`config.mk`:
```
export PLATFORM = sky130hd
export DESIGN_NAME = sdr_cmd_monitor
export DESIGN_NICKNAME = d
export VERILOG_FILES = /design/src/rtl/sdr_cmd_pkg.sv /design/src/rtl/sdr_cmd_decode.sv /design/src/rtl/sdr_bank_track.sv /design/src/rtl/sdr_mode_regs.sv /design/src/rtl/sdr_cmd_monitor.sv
export SDC_FILE = /design/constraint.sdc
export NUM_CORES = 1
export LEC_CHECK = 0
export CAP_MARGIN = 10
export CORE_ASPECT_RATIO = 0.75
export CORE_MARGIN = 4
export CORE_UTILIZATION = 30
export CTS_CLUSTER_SIZE = 25
export DETAILED_ROUTE_END_ITERATION = 6
export HOLD_SLACK_MARGIN = 0.05
export PLACE_DENSITY = 0.62
export SLEW_MARGIN = 20
export SYNTH_ARGS = -nofsm -noshare
export SYNTH_HDL_FRONTEND = slang
export SYNTH_SLANG_ARGS = --single-unit
```
`constraint.sdc`:
```
create_clock -name clk_i -period 2 [get_ports clk_i]
set_input_delay 0.2 -clock clk_i [delete_from_list [all_inputs] [get_ports clk_i]]
set_output_delay 0.2 -clock clk_i [all_outputs]
set_load 0.02 [all_outputs]
```
`src/rtl/sdr_cmd_pkg.sv`:
```
package sdr_cmd_pkg;
  typedef enum logic [3:0] {
    CMD_INH  = 4'd0,
    CMD_NOP  = 4'd1,
    CMD_ACT  = 4'd2,
    CMD_RD   = 4'd3,
    CMD_WR   = 4'd4,
    CMD_BST  = 4'd5,
    CMD_DPD  = 4'd6,
    CMD_PRE  = 4'd7,
    CMD_REF  = 4'd8,
    CMD_SREF = 4'd9,
    CMD_LMR  = 4'd10
  } sdr_cmd_e;
endpackage

```
`src/rtl/sdr_cmd_decode.sv`:
```
module sdr_cmd_decode
  import sdr_cmd_pkg::*;
(
  input  logic     cke_i,
  input  logic     cs_n_i,
  input  logic     ras_n_i,
  input  logic     cas_n_i,
  input  logic     we_n_i,
  output sdr_cmd_e cmd_o
);
  always_comb begin
    cmd_o = CMD_INH;
    if (!cs_n_i) begin
      case ({ras_n_i, cas_n_i, we_n_i})
        3'b111:  cmd_o = CMD_NOP;
        3'b011:  cmd_o = CMD_ACT;
        3'b101:  cmd_o = CMD_RD;
        3'b100:  cmd_o = CMD_WR;
        3'b110:  cmd_o = cke_i ? CMD_BST : CMD_DPD;  // cke splits one pin code
        3'b010:  cmd_o = CMD_PRE;
        3'b001:  cmd_o = cke_i ? CMD_REF : CMD_SREF;
        default: cmd_o = CMD_LMR;
      endcase
    end
  end
endmodule

```
`src/rtl/sdr_bank_track.sv`:
```
module sdr_bank_track
  import sdr_cmd_pkg::*;
#(
  parameter int ROW_W = 13
) (
  input  logic             clk_i,
  input  logic             rst_ni,
  input  sdr_cmd_e         cmd_i,
  input  logic             sel_i,
  input  logic             ap_i,
  input  logic [ROW_W-1:0] row_i,
  output logic             open_o,
  output logic [ROW_W-1:0] row_o,
  output logic             err_closed_o,
  output logic             err_reopen_o
);
  logic open_q, ap_pend_q;
  logic act, acc, pre;

  assign act = (cmd_i == CMD_ACT) && sel_i;
  assign acc = ((cmd_i == CMD_RD) || (cmd_i == CMD_WR)) && sel_i;
  assign pre = (cmd_i == CMD_PRE) && (sel_i || ap_i);

  always_ff @(posedge clk_i or negedge rst_ni) begin
    if (!rst_ni) begin
      open_q       <= 1'b0;
      ap_pend_q    <= 1'b0;
      row_o        <= '0;
      err_closed_o <= 1'b0;
      err_reopen_o <= 1'b0;
    end else begin
      err_closed_o <= acc && !open_q;
      err_reopen_o <= act && open_q;
      ap_pend_q    <= acc && open_q && ap_i;
      if (pre || ap_pend_q) open_q <= 1'b0;
      else if (act && !open_q) begin
        open_q <= 1'b1;
        row_o  <= row_i;
      end
    end
  end

  assign open_o = open_q;


  act_open_chk: assert property (@(posedge clk_i) disable iff (!rst_ni)
    (act && !open_q) |=> open_q);

  ap_close_chk: assert property (@(posedge clk_i) disable iff (!rst_ni)
    (acc && open_q && ap_i) |=> ##1 !open_q);

  pre_close_chk: assert property (@(posedge clk_i) disable iff (!rst_ni)
    pre |=> !open_q);

  err_pulse_chk: assert property (@(posedge clk_i) disable iff (!rst_ni)
    (err_closed_o && !acc) |=> !err_closed_o);
endmodule

```
`src/rtl/sdr_mode_regs.sv`:
```
module sdr_mode_regs
  import sdr_cmd_pkg::*;
#(
  parameter int BA_W   = 2,
  parameter int ADDR_W = 13
) (
  input  logic              clk_i,
  input  logic              rst_ni,
  input  sdr_cmd_e          cmd_i,
  input  logic [BA_W-1:0]   ba_i,
  input  logic [ADDR_W-1:0] addr_i,
  input  logic              any_open_i,
  output logic [ADDR_W-1:0] mode_o,
  output logic [ADDR_W-1:0] ext_mode_o,
  output logic              err_busy_o,
  output logic              err_ba_o
);
  logic lmr, ba_ok;

  assign lmr   = (cmd_i == CMD_LMR);
  assign ba_ok = (ba_i == BA_W'(0)) || (ba_i == BA_W'(1));

  always_ff @(posedge clk_i or negedge rst_ni) begin
    if (!rst_ni) begin
      mode_o     <= '0;
      ext_mode_o <= '0;
      err_busy_o <= 1'b0;
      err_ba_o   <= 1'b0;
    end else begin
      err_busy_o <= (lmr || (cmd_i == CMD_REF)) && any_open_i;
      err_ba_o   <= lmr && !ba_ok;
      if (lmr && !any_open_i) begin
        if (ba_i == BA_W'(0))      mode_o     <= addr_i;
        else if (ba_i == BA_W'(1)) ext_mode_o <= addr_i;
      end
    end
  end


  lmr_hold_chk: assert property (@(posedge clk_i) disable iff (!rst_ni)
    (lmr && (any_open_i || !ba_ok)) |=> ($stable(mode_o) && $stable(ext_mode_o)));

  ref_busy_chk: assert property (@(posedge clk_i) disable iff (!rst_ni)
    ((cmd_i == CMD_REF) && any_open_i) |=> err_busy_o);
endmodule

```
`src/rtl/sdr_cmd_monitor.sv`:
```
module sdr_cmd_monitor
  import sdr_cmd_pkg::*;
#(
  parameter int NUM_BANKS = 4,
  parameter int ROW_W     = 13,
  parameter int AP_BIT    = 10,
  localparam int BA_W     = $clog2(NUM_BANKS)
) (
  input  logic                       clk_i,
  input  logic                       rst_ni,
  input  logic                       cke_i,
  input  logic                       cs_n_i,
  input  logic                       ras_n_i,
  input  logic                       cas_n_i,
  input  logic                       we_n_i,
  input  logic [BA_W-1:0]            ba_i,
  input  logic [ROW_W-1:0]           addr_i,
  output logic [3:0]                 cmd_o,
  output logic [NUM_BANKS-1:0]       bank_open_o,
  output logic [NUM_BANKS*ROW_W-1:0] open_row_o,
  output logic [ROW_W-1:0]           mode_reg_o,
  output logic [ROW_W-1:0]           ext_mode_reg_o,
  output logic                       err_closed_o,
  output logic                       err_reopen_o,
  output logic                       err_busy_o,
  output logic                       err_bst_o,
  output logic                       err_lmr_ba_o
);
  sdr_cmd_e cmd_d;
  logic [NUM_BANKS-1:0] open_q, err_cl, err_ro;
  logic rd_ap_q, acc_hit;

  sdr_cmd_decode u_dec (
    .cke_i, .cs_n_i, .ras_n_i, .cas_n_i, .we_n_i, .cmd_o(cmd_d)
  );

  for (genvar g = 0; g < NUM_BANKS; g++) begin : g_bank
    sdr_bank_track #(.ROW_W(ROW_W)) u_bank (
      .clk_i, .rst_ni,
      .cmd_i       (cmd_d),
      .sel_i       (ba_i == BA_W'(g)),
      .ap_i        (addr_i[AP_BIT]),
      .row_i       (addr_i),
      .open_o      (open_q[g]),
      .row_o       (open_row_o[g*ROW_W +: ROW_W]),
      .err_closed_o(err_cl[g]),
      .err_reopen_o(err_ro[g])
    );
  end

  sdr_mode_regs #(.BA_W(BA_W), .ADDR_W(ROW_W)) u_mode (
    .clk_i, .rst_ni,
    .cmd_i     (cmd_d),
    .ba_i,
    .addr_i,
    .any_open_i(|open_q),
    .mode_o    (mode_reg_o),
    .ext_mode_o(ext_mode_reg_o),
    .err_busy_o,
    .err_ba_o  (err_lmr_ba_o)
  );

  assign acc_hit = ((cmd_d == CMD_RD) || (cmd_d == CMD_WR)) && open_q[ba_i];

  always_ff @(posedge clk_i or negedge rst_ni) begin
    if (!rst_ni) begin
      cmd_o     <= CMD_INH;
      rd_ap_q   <= 1'b0;
      err_bst_o <= 1'b0;
    end else begin
      cmd_o     <= cmd_d;
      err_bst_o <= (cmd_d == CMD_BST) && rd_ap_q;
      // remember whether the latest live access was an auto-closing read
      if (acc_hit)                rd_ap_q <= (cmd_d == CMD_RD) && addr_i[AP_BIT];
      else if (cmd_d == CMD_BST)  rd_ap_q <= 1'b0;
    end
  end

  assign bank_open_o  = open_q;
  assign err_closed_o = |err_cl;
  assign err_reopen_o = |err_ro;


  inhibit_chk: assert property (@(posedge clk_i) disable iff (!rst_ni)
    cs_n_i |=> (cmd_o == CMD_INH));

  pre_all_chk: assert property (@(posedge clk_i) disable iff (!rst_ni)
    (!cs_n_i && !ras_n_i && cas_n_i && !we_n_i && addr_i[AP_BIT]) |=> (bank_open_o == '0));

  dpd_chk: assert property (@(posedge clk_i) disable iff (!rst_ni)
    (!cs_n_i && ras_n_i && cas_n_i && !we_n_i && !cke_i) |=> (cmd_o == CMD_DPD));
endmodule

```
# Word-level counts from Yosys, hierarchy flattened

Cells that the tools add are included.
Widths: inputs -> output; s select.

Register bits after elaboration: 102
Input bits: 22
Output and inout port bits: 91
Word-level logic and storage cells: 136

Order comparisons: 1
Eq/ne operators: 17
Multiplexer cells: 16
Bitwise operators: 5
Reductions and logical operators: 70

Operator list:

| cell               | number |
|---|---|
| $logic_and 1x1->1  | 38 |
| $pmux 4 s7         | 1 |
| $eq 3x3->1 const B | 4 |
| $eq 4x3->1 const B | 3 |
| $mux 1             | 12 |
| $reduce_or 4->1    | 3 |
| $logic_or 1x1->1   | 11 |
| $reduce_and 2->1   | 5 |
| $reduce_bool 2->1  | 5 |
| $eq 4x2->1 const B | 2 |
| $eq 4x4->1 const B | 2 |
| $eq 3x2->1 const B | 2 |
| $logic_not 1->1    | 6 |
| $not 1->1          | 5 |
| $eq 2x2->1 const B | 2 |
| $mux 4             | 1 |
| $eq 3x1->1 const B | 1 |
| $lt 2x3->1 const B | 1 |
| $reduce_and 3->1   | 1 |
| $bmux 1 s2         | 1 |
| $eq 2x1->1 const B | 1 |
| $logic_not 2->1    | 1 |
| $mux 2             | 1 |

# Longest topological paths before layout

Word-level depth: 8
Depth in mapped cells: 6
Gate-level depth less buffers: 4

# Hierarchy

A second synthesis with hierarchy kept.

Cell total of the unflattened synthesis: 283
Area total of the unflattened synthesis: 4496.8 µm²

By module, submodules not included:

| module          | instances | cells each | area an instance (µm²) | seq. area each (µm²) |
|---|---|---|---|---|
| sdr_bank_track  | 4         | 46         | 730.7                  | 425.4 |
| sdr_mode_regs   | 1         | 62         | 1174.9                 | 700.7 |
| sdr_cmd_monitor | 1         | 24         | 292.8                  | 150.1 |
| sdr_cmd_decode  | 1         | 13         | 106.4                  | 0.0 |

# Worst setup path after synthesis

Ideal clock, no wire load.

Path type: register to register
From: register g_bank[0].u_bank.open_q
To: register u_mode.ext_mode_o[0]
Setup time: 125 ps
Data arrival time: 1870 ps
Data required time: 1875 ps
Path slack: 5 ps
Cell stages (with the launch flop): 6
Period minus slack after synthesis: 1995 ps
Cell sequence: dfrtp_1 -> or4_4 -> nor4b_4 -> nand2_2 -> buf_6 -> mux2_4

Word-level cells in the longest chain between the ends: 4

RTL lines:

| item                              | RTL line              | source |
|---|---|---|
| from (decl)                       | sdr_bank_track.sv:17  | `logic open_q, ap_pend_q;` |
| from (signal assigned)            | sdr_bank_track.sv:26  | `open_q <= 1'b0;` |
| from (signal assigned)            | sdr_bank_track.sv:35  | `if (pre \|\| ap_pend_q) open_q <= 1'b0;` |
| from (signal assigned)            | sdr_bank_track.sv:37  | `open_q <= 1'b1;` |
| $reduce_or 4->1                   | sdr_cmd_monitor.sv:56 | `.any_open_i(\|open_q),` |
| $logic_not 1->1                   | sdr_mode_regs.sv:32   | `if (lmr && !any_open_i) begin` |
| $logic_and 1x1->1                 | sdr_mode_regs.sv:32   |  |
| $reduce_and 3->1 (no source line) | --                    |  |
| to (signal assigned)              | sdr_mode_regs.sv:34   | `else if (ba_i == BA_W'(1)) ext_mode_o <= addr_i;` |
| to (decl)                         | sdr_mode_regs.sv:14   | `output logic [ADDR_W-1:0] ext_mode_o,` |

Every way passes these cells.
A chain may end at the register's enable or synchronous reset.

# Worst setup path after layout

From: register g_bank[0].u_bank.open_q
To: register u_mode.ext_mode_o[1]

The elaborated chain is that of the path after synthesis.

==> impl_metrics.csv <==
group,metric,value,unit
finish,area_delta_synth_final,44.8,%
setup_path,ff2ff_path_depth,5,
place,gpl.final_weighted_congestion,0.781,
floorplan,floorplan.die_area,15500,µm²
drt,route.antenna.remaining_nets,0,
drt,pre_antenna_drt_iters,4,
floorplan,num_io_pins,113,
setup_path,timing.critical_path.fanout_max,13,
finish,diodes,0,
timing,finalSetupViolations,0,
global_routing,largest_net_degree_at_the_start_of_global_routing,51,
place,place.detailed.instances,561,
yosys,synthesis.instances,273,
yosys,synth_seq_cells,102,
yosys,postSynthAreaPerCell,14.9,µm²
yosys,mappedNetlistArea,4080,µm²
clock_tree,cts.root.buffer_cell,"sky130_fd_sc_hd__clkbuf_16",
drt,post_drt_via_cell_ratio,4.63,
timing,rsz_0062_raised_after_global_routing,"true",
yosys,commonest_register_cell_after_synthesis,"sky130_fd_sc_hd__dfrtp_1",
finish,final_cell_mix,"sky130_fd_sc_hd__clkdlybuf4s50_1 (110), sky130_fd_sc_hd__dfrtp_1 (102), sky130_fd_sc_hd__mux2_2 (58), sky130_fd_sc_hd__mux2_4 (20), sky130_fd_sc_hd__buf_4 (18)",
setup_path,critical_path.reg2reg.startpoint,"g_bank[0].u_bank.open_o",
timing,timing.final.crit_period,1.95,ns
clock_tree,cts_max_path_buffers,2,
setup_path,setup.reg_to_reg.worst_slack,0.05,ns
drt,detailroute.via_count,2681,
yosys,synth_async_reset_ratio,100,%
yosys,synth.yosys.warnings,0,
global_routing,grt_use_met2,19.1,%
setup_path,crit_required,2.22,ns
global_routing,first_global_vias,2760,
global_routing,gr-max-usage-layer,"met2",
setup_path,cp-start-kind,"flop",
setup_path,crit_path_max_incr_delay,0.57,ns
yosys,synth_edf_count,0,
power_and_ir_drop,power_density,1040,nW/µm²
setup_path,timing_worst_setup_path_type,"flop to flop",
yosys,synth.yosys.seq_area_share,62.6,%
finish,final_cell_count_no_fill,579,
yosys,synth_nets,295,
setup_path,cpMaxStageDelayCell,"sky130_fd_sc_hd__or4_4",
clock_tree,worstSkewPairLatency,0.33,ns
floorplan,std_cell_rows,36,
timing,tightest_slew,0.498,ns
floorplan,core_area,13200,µm²
global_routing,grtUsageMet1,18.9,%
clock_tree,cts.htree.levels,3,
clock_tree,numClockSinks,102,
timing,hold_violations,0,
floorplan,start_util,31.0,%
clock_tree,cts-buffers-inserted,9,
global_routing,global_route.overflow_total,0,
global_routing,met3_usage,4.30,%
timing,fin_max_slew_vios,0,
global_routing,grt_pass1_wl,15600,µm
status,outcome,"complete, no violations",
min_path,min_path_type,"primary input to async pin",
timing,clock_skew,0.00398,ns
setup_path,regToRegEndpoint,"u_mode.ext_mode_o[1]",
place,detail_placement_hpwl,7100,µm
drt,detail_route.drc_violations,0,
setup_path,cp_data_arrival_time,2.17,ns
power_and_ir_drop,ir_drop_worst_vdd,0.428,mV
drt,post_drt_wl_per_cell,17.3,µm
floorplan,die_width,143,µm
clock_tree,cts_tree,"yes",
clock_tree,path_clk_slew,0.07,ns
timing,min_period_over_period,97.4,%
timing,tns,0,ns
setup_path,critical_path.top_delay_family,"simple AND/OR/NAND/NOR gates",
global_routing,initial_antenna_violation_count,0,
timing,relative_slew_slack,66.7,%
yosys,synth_cell_type_count,34,
drt,drtIter0Drc,78,
setup_path,crit_buf_inv,1,
setup_path,worstSetupEndpointType,"flop",
setup_path,cp_cell_sequence,"or4_4 > nor4b_4 > nand2_2 > buf_12 > mux2_4",
power_and_ir_drop,total_leakage_power,2.70,nW
flow_run,drv_cap,0,
drt,detail_route.wirelength,10000,µm
floorplan,floorplan.die.height,109,µm
finish,mostFrequentLayoutCell,"sky130_fd_sc_hd__clkdlybuf4s50_1",
finish,drive_above_1_share,30.9,%
place,io_buffer_count,112,
finish,fin_nets,425,
power_and_ir_drop,totalPowerFinal,6.12,mW
global_routing,globalRouteTotalUtil,13.2,%
timing,fmax,0.513,GHz
==> through the flow <==
stage	hold slack (ns)	instance area, µm²	worst slack [ns]	util (%)
global placement	0.157	5590	-0.0493	42.5
detailed placement	0.165	5590	-0.0798	42.5
global route	0.369	5910	-0.00912	44.9
CTS	0.353	5900	0.0211	44.8
floorplan	-0.0956	4080	0.00453	-
finish	0.343	5910	0.0522	44.9
==> worst max path at each step <==
stage,startpoint,to,depth (start not counted)
after floorplan,g_bank[0].u_bank.open_o,u_mode.ext_mode_o[0],5
after global placement,cs_n_i,g_bank[1].u_bank.row_o[4],6
after detailed placement,cs_n_i,g_bank[1].u_bank.row_o[9],6
after CTS,g_bank[1].u_bank.err_reopen_o,err_reopen_o,2
after global routing,g_bank[0].u_bank.open_o,u_mode.ext_mode_o[1],5
final,g_bank[0].u_bank.open_o,u_mode.ext_mode_o[1],5
==> cell usage after synthesis (3+ instances only) <==
cell                         n  area, µm²
sky130_fd_sc_hd__o21ai_0     7       35.0
sky130_fd_sc_hd__nor2_1     17       63.8
sky130_fd_sc_hd__a22oi_1     5       37.5
sky130_fd_sc_hd__buf_4       4       30.0
sky130_fd_sc_hd__nand3_1     4       20.0
sky130_fd_sc_hd__dfrtp_1   102       2550
sky130_fd_sc_hd__buf_2       5       25.0
sky130_fd_sc_hd__nand2_1     6       22.5
sky130_fd_sc_hd__and3_1      6       37.5
sky130_fd_sc_hd__clkbuf_1    7       26.3
sky130_fd_sc_hd__nor3b_1     3       22.5
sky130_fd_sc_hd__mux2_2     58        653
sky130_fd_sc_hd__nor2b_1     3       18.8
sky130_fd_sc_hd__nor3_1      3       15.0
sky130_fd_sc_hd__mux2_4     20        300
==> layer usage <==
metal	up-vias	part of all wire [%]
met4	0	0.76
met2	76	44
met5	-	0
met3	6	6.6
met1	1374	48
li1	1225	-
==> power breakdown <==
part,internal (mW),total [mW],switching (mW),leakage [nW]
Clock,1.01,1.74,0.733,0.150
Sequential,2.40,2.59,0.188,1.33
Combinational,0.957,1.79,0.836,1.23
==> repair_timing <==
action	4_1_cts	5_1_grt
hold buffers	1	0
gates resized for setup	0	1
setup endpoints to repair	2	10
hold endpoints to repair	28	0
pin swaps	1	0
buffers inserted	0	1
==> worst register-to-register path: stages, from the launching register on <==
cell	delay, ns
sky130_fd_sc_hd__dfrtp_1	0.38
sky130_fd_sc_hd__or4_4	0.57
sky130_fd_sc_hd__nor4b_4	0.29
sky130_fd_sc_hd__nand2_2	0.11
sky130_fd_sc_hd__buf_12	0.17
sky130_fd_sc_hd__mux2_4	0.32
==> cells by family (layout without fill, tap and decap cells) <==
logic type | Yosys count | in the layout | share of synthesized area [%]
flops | 102 | 102 | 62.6
mux | 79 | 79 | 23.9
simple gates | 59 | 59 | 8.80
buf+inv | 19 | 154 | 2.64
compound gates | 14 | 14 | 2.09
==> state kept, by name, summed over array words and instances (netlist names), 4 cells and up <==
| signal | flops |
|---|---|
| u_mode.mode_o | 13 |
| g_bank.u_bank.row_o | 52 |
| cmd_o | 4 |
| u_mode.ext_mode_o | 13 |
| g_bank.u_bank.err_closed_o | 4 |
| g_bank.u_bank.ap_pend_q | 4 |
| g_bank.u_bank.open_o | 4 |
| g_bank.u_bank.err_reopen_o | 4 |
==> layout make-up <==
type | count | area, µm²
inverter | 1 | 3.75
clock buffer | 11 | 243
sequential | 102 | 2550
multi-input combinational | 152 | 1440
tap | 171 | 214
clock inverter | 5 | 57.6
timing repair buffer | 137 | 1400
fill | 1180 | 7250
Power figures use the tool's default switching activity.
